--- src/rtl/tdm_pkg.sv ---
package tdm_pkg;
  localparam int SLOTS      = 8;
  localparam int SLOT_CLKS  = 32;
  localparam int MAX_W      = 24;
  localparam int MID_W      = 20;
  localparam int MIN_W      = 16;
  localparam int FRAME_CLKS = SLOTS * SLOT_CLKS;
  localparam int POS_W      = $clog2(FRAME_CLKS);
  localparam int SLOT_W     = $clog2(SLOTS);
  localparam int BIT_W      = $clog2(SLOT_CLKS);
  localparam int LANES_W    = SLOTS * MAX_W;

  typedef enum logic [1:0] {
    WID_FULL  = 2'b00,
    WID_MID   = 2'b01,
    WID_SHORT = 2'b10,
    WID_ALT   = 2'b11
  } wordSel_e;

  typedef struct packed {
    logic              capture;
    logic              syncNow;
    logic [SLOT_W-1:0] slot;
    logic [BIT_W-1:0]  bitIdx;
  } txCtrl_t;

  function automatic logic [BIT_W:0] widthOf(input wordSel_e sel);
    case (sel)
      WID_MID:   widthOf = (BIT_W+1)'(MID_W);
      WID_SHORT: widthOf = (BIT_W+1)'(MIN_W);
      default:   widthOf = (BIT_W+1)'(MAX_W);
    endcase
  endfunction
endpackage

--- src/rtl/tdm_tx_ctrl.sv ---
module tdm_tx_ctrl
  import tdm_pkg::*;
(
  input  logic    clk,
  input  logic    rstN,
  input  logic    bitEn,
  output txCtrl_t ctrl,
  output logic    readyPulse
);
  localparam logic [POS_W-1:0] LAST_POS  = POS_W'(FRAME_CLKS - 1);
  localparam logic [POS_W-1:0] RESET_POS = POS_W'(FRAME_CLKS - 2);

  logic [POS_W-1:0] pos;
  logic             lastPos;

  assign lastPos = (pos == LAST_POS);

  always_ff @(posedge clk) begin
    if (!rstN) begin
      pos <= RESET_POS;
    end else if (bitEn) begin
      pos <= lastPos ? '0 : pos + 1'b1;
    end
  end

  always_ff @(posedge clk) begin
    if (!rstN) begin
      readyPulse <= 1'b0;
    end else begin
      readyPulse <= bitEn & lastPos;
    end
  end

  always_comb begin
    ctrl.capture = bitEn & lastPos;
    ctrl.syncNow = lastPos;
    ctrl.slot    = pos[POS_W-1 -: SLOT_W];
    ctrl.bitIdx  = pos[BIT_W-1:0];
  end
endmodule

--- src/rtl/tdm_tx_data.sv ---
module tdm_tx_data
  import tdm_pkg::*;
(
  input  logic               clk,
  input  logic               rstN,
  input  txCtrl_t            ctrl,
  input  logic [LANES_W-1:0] samplesIn,
  input  logic               eightCh,
  input  logic [1:0]         wordSel,
  output logic               serialOut
);
  logic [MAX_W-1:0] shadow [SLOTS];
  logic             cfgEight;
  wordSel_e         cfgWidth;

  genvar ch;
  generate
    for (ch = 0; ch < SLOTS; ch++) begin : g_lane
      always_ff @(posedge clk) begin
        if (!rstN) begin
          shadow[ch] <= '0;
        end else if (ctrl.capture) begin
          shadow[ch] <= samplesIn[ch*MAX_W +: MAX_W];
        end
      end
    end
  endgenerate

  always_ff @(posedge clk) begin
    if (!rstN) begin
      cfgEight <= 1'b1;
      cfgWidth <= WID_FULL;
    end else if (ctrl.capture) begin
      cfgEight <= eightCh;
      cfgWidth <= wordSel_e'(wordSel);
    end
  end

  logic [MAX_W-1:0] chWord;
  logic [MAX_W-1:0] shifted;
  logic [BIT_W:0]   activeW;
  logic             inWord;
  logic             slotUsed;

  always_comb begin
    chWord   = shadow[ctrl.slot];
    shifted  = chWord << ctrl.bitIdx;
    activeW  = widthOf(cfgWidth);
    inWord   = ({1'b0, ctrl.bitIdx} < activeW);
    slotUsed = cfgEight || (ctrl.slot < SLOT_W'(SLOTS / 2));
    serialOut = inWord && slotUsed && !ctrl.syncNow && shifted[MAX_W-1];
  end
endmodule

--- src/rtl/tdm8_tx.sv ---
module tdm8_tx
  import tdm_pkg::*;
(
  input  logic               clk,
  input  logic               rstN,
  input  logic               bitEn,
  input  logic               eightCh,
  input  logic [1:0]         wordSel,
  input  logic [LANES_W-1:0] samplesIn,
  output logic               frameSync,
  output logic               serialOut,
  output logic               sampleReady
);
  txCtrl_t ctrlBus;

  tdm_tx_ctrl u_ctrl (
    .clk        (clk),
    .rstN       (rstN),
    .bitEn      (bitEn),
    .ctrl       (ctrlBus),
    .readyPulse (sampleReady)
  );

  tdm_tx_data u_data (
    .clk       (clk),
    .rstN      (rstN),
    .ctrl      (ctrlBus),
    .samplesIn (samplesIn),
    .eightCh   (eightCh),
    .wordSel   (wordSel),
    .serialOut (serialOut)
  );

  assign frameSync = ctrlBus.syncNow;
endmodule

--- config.mk ---
export PLATFORM = sky130hd
export DESIGN_NAME = tdm8_tx
export DESIGN_NICKNAME = d
export VERILOG_FILES = /design/src/rtl/tdm_pkg.sv /design/src/rtl/tdm_tx_ctrl.sv /design/src/rtl/tdm_tx_data.sv /design/src/rtl/tdm8_tx.sv
export SDC_FILE = /design/constraint.sdc
export NUM_CORES = 1
export LEC_CHECK = 0
export ABC_AREA = 1
export ABC_CLOCK_PERIOD_IN_PS = 5780
export BUFFER_PORTS_ARGS = -buffer_cell sky130_fd_sc_hd__buf_2
export CAP_MARGIN = 40
export CORE_ASPECT_RATIO = 1.4
export CORE_MARGIN = 8
export CORE_UTILIZATION = 51
export CTS_CLUSTER_SIZE = 20
export DETAILED_ROUTE_END_ITERATION = 8
export GPL_TIMING_DRIVEN = 0
export HOLD_SLACK_MARGIN = 0.1
export PLACE_DENSITY = 0.77
export SYNTH_ARGS = -nofsm -noshare
export SYNTH_HDL_FRONTEND = slang
export SYNTH_SLANG_ARGS = --single-unit
export TNS_END_PERCENT = 30
--- constraint.sdc ---
create_clock -name clk -period 5.78 [get_ports clk]
set_input_delay 0.578 -clock clk [delete_from_list [all_inputs] [get_ports clk]]
set_output_delay 0.578 -clock clk [all_outputs]
set_load 0.01 [all_outputs]
==> reports/qor.yml <==
floorplanning:
  rows: 63
  initial_core_util: 0.517
  die_area_sq_um: 26400
  fp.dieH_um: 189
  ios: 201
  core-area_sq_um: 21100
  fp.dieW_um: 140
critical_path:
  crit_type: "register to output pin"
  crit_top_cell: "nand3_1"
  worst_path_largest_cell_delay_ps: 530
  crit_chain: "inv_2, buf_1, nand3_1, nand3_1, nand2_1, nand2_1, nand3_1, nand3_1, nand3_1, a21oi_2, buf_2"
  critPathSlowestCell: "buf_1"
  r2r-start: "u_ctrl.pos[2]"
  path_delay_family: "buffers and inverters"
  crit_arrival_ps: 2700
  reg2reg_slack_ps: 3430
  crit_buf_inv: 3
  crit_path_start_kind: "register"
  cp_data_required_time_ps: 5200
  reg2reg_to: "u_data.shadow[4][21]"
  path_max_fanout: 10
  endpoint_kind: "output pin"
  reg2reg_depth: 9
timing:
  relSlewSlack: 0.363
  finalCritPeriodShare: 0.568
  finClkSkew_ps: 16.6
  rsz0062_at_grt: "false"
  post-route-worst-setup-slack_ps: 2500
  slew_violations: 0
  post-route-min-period_ps: 3280
  setup_violations: 0
  fmax_ghz: 0.305
  hold_viol: 0
  tightest_slew_ps: 955
  whs_ps: 278
final_layout:
  area_delta_synth_final_pct: 19.1
  drive_gt1_frac: 0.299
  final_core_util: 0.615
  num-fill-cells: 1775
  insertedDiodeCount: 0
  design_area_sq_um: 13000
  seqCellArea_sq_um: 6070
  instances_no_fill: 1609
  final_nets: 1537
  multiInputGateArea_sq_um: 3510
grt:
  grt_use_total: 0.230
  grt_first_pass_wirelength_mm: 46.5
  globalRouteOverflowTotal: 0
  grt_pass1_vias: 8825
  antenna_found_initial: 0
  grt_max_degree: 68
logic_synthesis:
  yosys_register_bits: 207
  synth_cells: 1112
  synth_warnings: 0
  syn_nets: 1313
  synth-main-ff-cell: "edfxtp_1"
  synth_area_leaders: "edfxtp_1 (53%), nor2_4 (10%), nand2_1 (7.9%)"
  ys_types: 35
  synth_top_cell_by_area: "edfxtp_1"
  avgSynthCellArea_sq_um: 9.82
  syn_area_sq_um: 10900
  ys_seq_area_frac: 0.555
  synth_edf_count: 192
  postSynth.asyncResetShare: 0
  synth_top_area_frac: 0.528
outcome:
  status: "completed"
clock_tree:
  ctsHoldBuffers: 0
  clockBufferDepth: 3
  tritoncts: "yes"
  clock_sinks: 207
  post-cts-setup-buffers: 0
  ctsResizeCount: 0
  clk_latency_ps: 500
  cts.htree.levels: 1
  path_clk_slew_ps: 70
  cts_made_buffers: 20
  cts-root-buf: "clkbuf_16"
power:
  p_sw_mw: 1.03
  intPower_mw: 2.78
  powerDensity_nw_per_um2: 293
  combPwrFrac: 0.172
  p_clk_frac: 0.358
  irDropWorstVdd_v: 0.000169
  sw_frac_of_total: 0.270
  p_leak_nw: 6.03
  power_frac_seq: 0.470
detailed_routing:
  drt-wirelength-per-cell_um: 19.1
  routed_via_density: 5.22
  wl_mm: 30.8
  via_count: 8402
  dr.pass1.iters: 5
  antenna_left: 0
  drtIter0Drc: 894
  route.detailed.drc: 0
placed_design:
  dp.final_hpwl_mm: 22.2
  io_buffers: 199
  gp_congestion: 0.914
  placed_cell_area_sq_um: 12300
  dp.cells: 1574
  dp_slack_ps: 3130
hold_path:
  hp-class: "input port to register"
  hp-start: "wordSel[0]"
  whs_path_depth: 3
  hold_path_end: "u_data.cfgWidth[0]"
run:
  cap_violations: 0
cells in the mapped netlist (2+ instances only):
cell type	n
nor2_4	101
a21oi_1	9
o31ai_1	2
nand2_1	229
buf_12	10
o211ai_1	4
a21boi_0	2
nor3_1	2
inv_1	204
buf_2	20
nand3_1	161
clkbuf_1	9
dfxtp_1	15
o21ai_0	9
inv_2	3
ha_1	3
nand2_2	2
buf_1	2
nor2_1	92
buf_6	18
nor2_2	10
edfxtp_1	192
worst max-delay path by stage:
stage               slack [ps]  depth (start not counted)              endpoint
detailed placement        3130                         11             serialOut
CTS                       2580                         11             serialOut
global placement         -1630                          8  u_data.shadow[5][14]
finish                    2500                         11             serialOut
floorplan                   40                          8   u_data.shadow[0][0]
global route              2430                         11             serialOut
layer usage:
layer	track usage	vias up	wire length (um)
li1	-	3945	-
met2	0.416	448	15900
met3	0.0368	99	2480
met4	0.124	0	1600
met5	0	-	0
met1	0.254	3910	10800
tightest hold or removal path: stages:
cell and delay [ps]:
buf_2 80, nand2_1 40, nand2_1 50
per-stage QoR:
| step | total power [mW] | TNS [ps] |
|---|---|---|
| 6_report | 3.81 | 0 |
| 5_1_grt | 3.92 | 0 |
| 4_1_cts | 3.79 | 0 |
| 3_5_place_dp | 2.46 | 0 |
| 3_3_place_gp | 2.47 | -315710 |
| 2_1_floorplan | 2.24 | 0 |
power by group through the flow:
stage	Clock (mW)	Combinational, mW	Sequential [mW]
after floorplan	0	0.406	1.83
after detailed placement	0	0.644	1.82
final	1.36	0.655	1.79
after global routing	1.42	0.708	1.80
after global placement	0	0.619	1.85
after CTS	1.36	0.649	1.79
layout make-up:
type	instances	area share
buffer	61	0.0436
clock buffer	25	0.0416
clock inverter	10	0.0100
inverter	208	0.0604
multi-input combinational	636	0.270
sequential	207	0.467
tap	260	0.0250
timing repair buffer	202	0.0829
kinds of logic (layout without fill, tap and decap cells):
| kind of cell | count (synthesis) | count (layout) | synth area share |
|---|---|---|---|
| buf+inv | 269 | 506 | 0.124 |
| xor+xnor | 2 | 2 | 0.00160 |
| simple gates | 601 | 601 | 0.299 |
| compound gates | 30 | 30 | 0.0164 |
| flops | 207 | 207 | 0.555 |
| fa+ha+maj | 3 | 3 | 0.00344 |
flip-flops by register name, indices dropped and copies added (netlist names), named ones only:
signal	cells
u_ctrl.pos	8
u_ctrl.readyPulse	1
u_data.cfgEight	1
u_data.shadow	192
u_data.cfgWidth	2
cells in the final DEF, fill, tap and decap left out, types with 3 or more instances in the layout:
cell type and count:
nand2_1 228, buf_2 219, inv_1 204, edfxtp_1 192
nand3_1 161, nor2_4 101, nor2_1 92, clkbuf_16 21
buf_6 18, dfxtp_1 15, clkbuf_1 13, nor2_2 10
buf_12 10, a21oi_1 9, o21ai_0 9, o211ai_1 4
inv_2 3, ha_1 3, bufinv_16 3, clkinvlp_4 3
buf_16 3
(Power assumes the default switching activity.)
